[src/rtl/iack_pkg.sv]
package iack_pkg;
  // status word layout
  localparam int SUPV_BIT = 13;
  localparam int TRACE_HI = 15;
  localparam int TRACE_LO = 14;
  localparam int MASK_HI  = 10;
  localparam int MASK_LO  = 8;

  typedef enum logic [1:0] {
    VSRC_DEV  = 2'd0,
    VSRC_AUTO = 2'd1,
    VSRC_SPUR = 2'd2
  } vecSrc_e;

  typedef struct packed {
    logic    captureEntry;
    logic    captureVec;
    vecSrc_e vecSrc;
  } dpCtl_t;
endpackage

[src/rtl/iack_ctrl.sv]
module iack_ctrl
  import iack_pkg::*;
#(
  parameter int LVL_W = 3
) (
  input  logic             clk,
  input  logic             rstN,
  input  logic [LVL_W-1:0] pendLevel,
  input  logic [LVL_W-1:0] curMask,
  input  logic             instBoundary,
  input  logic             busDtack,
  input  logic             busAvec,
  input  logic             busBerr,
  output dpCtl_t           dpCtl,
  output logic             ackActive,
  output logic             vecDone
);
  localparam logic [LVL_W-1:0] TOP_LVL = {LVL_W{1'b1}};

  typedef enum logic {ST_IDLE, ST_ACK} state_e;

  state_e           state;
  logic [LVL_W-1:0] prevLvl;
  logic             topLatch;
  logic             topEdge;
  logic             topReq;
  logic             maskedOk;
  logic             accept;
  logic             cycleEnd;

  always_comb begin
    topEdge  = (pendLevel == TOP_LVL) && (prevLvl != TOP_LVL);
    topReq   = topLatch || topEdge;
    maskedOk = (pendLevel != '0) && (pendLevel != TOP_LVL) && (pendLevel > curMask);
    accept   = (state == ST_IDLE) && instBoundary &&
               (((pendLevel == TOP_LVL) && topReq) || maskedOk);
    cycleEnd = (state == ST_ACK) && (busDtack || busAvec || busBerr);
  end

  always_comb begin
    dpCtl.captureEntry = accept;
    dpCtl.captureVec   = cycleEnd;
    if (busBerr)      dpCtl.vecSrc = VSRC_SPUR;
    else if (busAvec) dpCtl.vecSrc = VSRC_AUTO;
    else              dpCtl.vecSrc = VSRC_DEV;
  end

  always_ff @(posedge clk) begin
    if (!rstN) begin
      state    <= ST_IDLE;
      prevLvl  <= '0;
      topLatch <= 1'b0;
      vecDone  <= 1'b0;
    end else begin
      prevLvl <= pendLevel;
      vecDone <= cycleEnd;
      if (accept && (pendLevel == TOP_LVL)) topLatch <= 1'b0;
      else if (topEdge)                     topLatch <= 1'b1;
      case (state)
        ST_IDLE: if (accept)   state <= ST_ACK;
        ST_ACK:  if (cycleEnd) state <= ST_IDLE;
        default:               state <= ST_IDLE;
      endcase
    end
  end

  assign ackActive = (state == ST_ACK);
endmodule

[src/rtl/iack_datapath.sv]
module iack_datapath
  import iack_pkg::*;
#(
  parameter int LVL_W     = 3,
  parameter int SR_W      = 16,
  parameter int DATA_W    = 32,
  parameter int VEC_W     = 8,
  parameter int AUTO_BASE = 24,
  parameter int SPUR_VEC  = 24
) (
  input  logic              clk,
  input  logic              rstN,
  input  dpCtl_t            dpCtl,
  input  logic [LVL_W-1:0]  pendLevel,
  input  logic [SR_W-1:0]   srIn,
  input  logic [DATA_W-1:0] busData,
  output logic [SR_W-1:0]   savedSr,
  output logic [SR_W-1:0]   newSr,
  output logic [LVL_W-1:0]  svcLevel,
  output logic [VEC_W-1:0]  vecNum,
  output logic [VEC_W+1:0]  vecOffset
);
  localparam logic [VEC_W-1:0] AUTO_B = VEC_W'(AUTO_BASE);
  localparam logic [VEC_W-1:0] SPUR_V = VEC_W'(SPUR_VEC);

  logic [SR_W-1:0]  entrySr;
  logic [VEC_W-1:0] nextVec;

  always_comb begin
    entrySr = srIn;
    entrySr[SUPV_BIT] = 1'b1;
    for (int b = TRACE_LO; b <= TRACE_HI; b++) entrySr[b] = 1'b0;
    entrySr[MASK_HI:MASK_LO] = pendLevel;
  end

  always_comb begin
    case (dpCtl.vecSrc)
      VSRC_SPUR: nextVec = SPUR_V;
      VSRC_AUTO: nextVec = AUTO_B + VEC_W'(svcLevel);
      default:   nextVec = busData[VEC_W-1:0];
    endcase
  end

  always_ff @(posedge clk) begin
    if (!rstN) begin
      savedSr  <= '0;
      newSr    <= '0;
      svcLevel <= '0;
      vecNum   <= '0;
    end else begin
      if (dpCtl.captureEntry) begin
        savedSr  <= srIn;
        newSr    <= entrySr;
        svcLevel <= pendLevel;
      end
      if (dpCtl.captureVec) vecNum <= nextVec;
    end
  end

  assign vecOffset = {vecNum, 2'b00};
endmodule

[src/rtl/iack_vector_unit.sv]
module iack_vector_unit
  import iack_pkg::*;
#(
  parameter int LVL_W     = 3,
  parameter int SR_W      = 16,
  parameter int DATA_W    = 32,
  parameter int VEC_W     = 8,
  parameter int FC_W      = 3,
  parameter int AUTO_BASE = 24,
  parameter int SPUR_VEC  = 24
) (
  input  logic              clk,
  input  logic              rstN,
  input  logic [LVL_W-1:0]  pendLevel,
  input  logic [SR_W-1:0]   srIn,
  input  logic              instBoundary,
  input  logic              busDtack,
  input  logic              busAvec,
  input  logic              busBerr,
  input  logic [DATA_W-1:0] busData,
  output logic [FC_W-1:0]   ackFc,
  output logic              ackAs,
  output logic              ackRead,
  output logic [LVL_W-1:0]  ackAddrLvl,
  output logic [SR_W-1:0]   savedSr,
  output logic [SR_W-1:0]   newSr,
  output logic [VEC_W-1:0]  vecNum,
  output logic [VEC_W+1:0]  vecOffset,
  output logic              vecDone
);
  dpCtl_t           dpCtl;
  logic             ackActive;
  logic [LVL_W-1:0] svcLevel;

  iack_ctrl #(.LVL_W(LVL_W)) u_ctrl (
    .clk(clk), .rstN(rstN), .pendLevel(pendLevel),
    .curMask(srIn[MASK_HI:MASK_LO]), .instBoundary(instBoundary),
    .busDtack(busDtack), .busAvec(busAvec), .busBerr(busBerr),
    .dpCtl(dpCtl), .ackActive(ackActive), .vecDone(vecDone)
  );

  iack_datapath #(
    .LVL_W(LVL_W), .SR_W(SR_W), .DATA_W(DATA_W), .VEC_W(VEC_W),
    .AUTO_BASE(AUTO_BASE), .SPUR_VEC(SPUR_VEC)
  ) u_dp (
    .clk(clk), .rstN(rstN), .dpCtl(dpCtl), .pendLevel(pendLevel),
    .srIn(srIn), .busData(busData), .savedSr(savedSr), .newSr(newSr),
    .svcLevel(svcLevel), .vecNum(vecNum), .vecOffset(vecOffset)
  );

  assign ackAs      = ackActive;
  assign ackRead    = ackActive;
  assign ackFc      = ackActive ? {FC_W{1'b1}} : '0;
  assign ackAddrLvl = ackActive ? svcLevel : '0;
endmodule

[config.mk]
export PLATFORM = sky130hd
export DESIGN_NAME = iack_vector_unit
export DESIGN_NICKNAME = d
export VERILOG_FILES = /design/src/rtl/iack_pkg.sv /design/src/rtl/iack_ctrl.sv /design/src/rtl/iack_datapath.sv /design/src/rtl/iack_vector_unit.sv
export SDC_FILE = /design/constraint.sdc
export NUM_CORES = 1
export LEC_CHECK = 0
export BUFFER_PORTS_ARGS = -buffer_cell sky130_fd_sc_hd__buf_4
export CAP_MARGIN = 5
export CELL_PAD_IN_SITES_DETAIL_PLACEMENT = 1
export CELL_PAD_IN_SITES_GLOBAL_PLACEMENT = 2
export CORE_MARGIN = 5
export CORE_UTILIZATION = 22
export CTS_CLUSTER_SIZE = 30
export DETAILED_ROUTE_END_ITERATION = 10
export MAX_ROUTING_LAYER = met4
export PLACE_DENSITY = 0.76
export SLEW_MARGIN = 20
export SYNTH_ARGS = -nofsm -noshare
export SYNTH_HDL_FRONTEND = slang
export SYNTH_HIERARCHICAL = 1
export SYNTH_SLANG_ARGS = --single-unit
[constraint.sdc]
create_clock -name clk -period 2.2 [get_ports clk]
set_input_delay 0.44 -clock clk [delete_from_list [all_inputs] [get_ports clk]]
set_output_delay 0.44 -clock clk [all_outputs]
set_load 0.01 [all_outputs]
==> reports/metrics.yaml <==
outcome:
  outcome: "finished, final reports clean"
synthesis:
  ys_types: 32
  synthTopCellsByCount: "dfxtp_1 (34), buf_4 (32), nor2b_1 (21)"
  async_flop_share_pct: 0
  synth_top_area_share_pct: 39.3
  synth_edf_count: 0
  syn-instance-count: 176
  synth_area_leaders: "dfxtp_1 (39%), buf_4 (14%), mux2i_1 (11%)"
  synth_area_um2: 1730
  syn-mean-instance-area_um2: 9.85
  ys_ff_latch: 34
  synth.most_common_cell: "dfxtp_1"
  synth_flop_cell: "dfxtp_1"
  yosysSeqAreaShare_pct: 39.3
  ys_warn_count: 6
  synth_largest_area_cell: "dfxtp_1"
detailed_routing:
  drt-total-wl_um: 4370
  drtIter0Drc: 32
  dr.pass1.iters: 4
  route.detailed.drc: 0
  postRouteAntennaNets: 0
  vias: 1369
  vias_per_cell: 4.03
  wl_per_cell_um: 12.9
global_routing:
  grt_util_met2_pct: 14.6
  grt_pass1_vias: 1432
  use_met3_pct: 3.68
  grt_max_degree: 37
  grt_most_used_layer: "met2"
  grt_use_met1_pct: 10.2
  antenna_found_initial: 0
  grt_overflow: 0
  grt_use_total_pct: 8.97
  grt_pass1_wl_um: 6860
clock_tree:
  root_buffer: "clkbuf_8"
  cts_tree: "yes"
  clk_pin_slew_ns: 0.07
  post_cts_resized: 0
  insertion_delay_ns: 0.28
  hold_buffers: 0
  cts_buffers: 5
  cts_buffer_depth: 2
  h-tree-depth: 2
  cts.sinks: 34
  post_cts_buffers: 0
timing:
  post-route-min-period_ns: 1.66
  finalSetupViolations: 0
  relSlewSlack_pct: 57.6
  hold_slack_ns: 0.410
  post-route-period-util_pct: 75.3
  drv_slew: 0
  max_freq_ghz: 0.603
  finalHoldViolCount: 0
  tns_ns: 0
  worst_slew_pin_slew_ns: 0.633
  setup_ws_ns: 0.543
  finalClockSkew_ns: 0.00798
  rsz0062_at_grt: "false"
worst_hold_path:
  hold_path.class: "primary input to flip-flop"
  min_delay_path_depth: 3
placed_design:
  dp_slack_ns: 0.224
  gp_congestion: 0.722
  dp_cells: 332
  dp_hpwl_um: 3340
  port_buffers: 87
final_layout:
  drive_gt1_share_pct: 45.4
  final_nets: 298
  syn2layout_area_growth_pct: 36.0
  diodes: 0
  multi_input_area_um2: 752
  post-route-util_pct: 30.7
  final_cells: 340
  seq_area_um2: 681
  nFillCells: 918
setup_path:
  worstPathCellList: "buf_4 -> ha_1 -> nand3_1 -> nand4_1 -> o21ai_2 -> buf_4 -> mux2i_1 -> nor2b_1"
  crit_top_cell: "buf_4"
  slowest_stage: "ha_1"
  cp.arrival_ns: 1.84
  critPathKind: "primary input to flip-flop"
  slowest_delay_ns: 0.32
  worst_r2r_path_depth: 6
  worstPathRequired_ns: 2.38
  startpoint_type: "primary input"
  worst-path-max-fanout: 10
  crit_path_end_kind: "flip-flop"
floorplanning:
  die_w_um: 98.8
  fp.coreArea_um2: 7690
  start_util_pct: 22.5
  die_y_um: 98.8
  boundaryPins: 116
  dieArea_um2: 9750
  fp-row-count: 32
power:
  ir_drop_v: 0.000226
  power.leakage_nw: 1.06
  powerDensity_nw_per_um2: 671
job:
  maxCapViolCount: 0
-- final cells by class --
type	instances	share of cell area [%]
sequential	34	28.9
clock inverter	1	1.27
multi-input combinational	101	31.9
timing repair buffer	89	28.3
tap	102	5.41
inverter	6	0.955
clock buffer	7	3.24
-- registers in the layout, summed over array words and instances, names as in the netlist --
register,flops
u_ctrl/prevLvl,3
u_ctrl/ackActive,1
u_dp/svcLevel,2
u_ctrl/vecDone,1
u_dp/vecNum,8
u_dp/newSr,2
u_ctrl/topLatch,1
u_dp/savedSr,16
-- per-stage QoR --
step / power [mW] / area [um^2]
CTS: 1.62 / 2350
floorplan: 0.915 / 1740
global route: 1.68 / 2360
global placement: 1.03 / 2250
detailed placement: 1.04 / 2250
finish: 1.58 / 2360
-- cells in the final DEF (no fill, tap or decap), types with 5 or more instances in the layout --
| cell | instances |
|---|---|
| and2_1 | 7 |
| inv_1 | 6 |
| dfxtp_1 | 34 |
| mux2i_1 | 19 |
| a31oi_1 | 6 |
| buf_4 | 89 |
| clkbuf_8 | 5 |
| nor2b_1 | 20 |
-- critical path, delay by kind of cell --
| family | cells | cell delay [ns] |
|---|---|---|
| AO/OA/AOI/OAI | 1 | 0.18 |
| adder cells (fa/ha/maj) | 1 | 0.32 |
| buffers and inverters | 2 | 0.37 |
| multiplexers | 1 | 0.22 |
| AND/OR/NAND/NOR | 3 | 0.30 |
-- metal layers --
metal  wire, um  share of wire [%]
met4          0                  0
met5          0                  0
met3        395                9.0
met2       2140                 49
met1       1840                 42
-- path summary, 6_finish.rpt --
path	start	end	slack (ns)
worst max-delay path	pendLevel[2]	u_dp/savedSr[3]	0.54
worst max register to register	u_ctrl/ackActive	u_dp/savedSr[3]	0.56
worst min register to register	u_dp/newSr[13]	u_dp/newSr[13]	0.47
worst min-delay path	srIn[4]	u_dp/savedSr[4]	0.41
-- where the power goes --
group	internal, mW	switching (mW)
Sequential	0.656	0.0307
Clock	0.339	0.226
Combinational	0.181	0.148
-- kinds of logic after synthesis --
family	share of synthesized area, %
compound gates	8.16
fa+ha+maj	2.89
buf+inv	18.3
flops	39.3
mux	11.0
other cells	0.216
simple gates	20.1
Power figures use the tool's default switching activity.
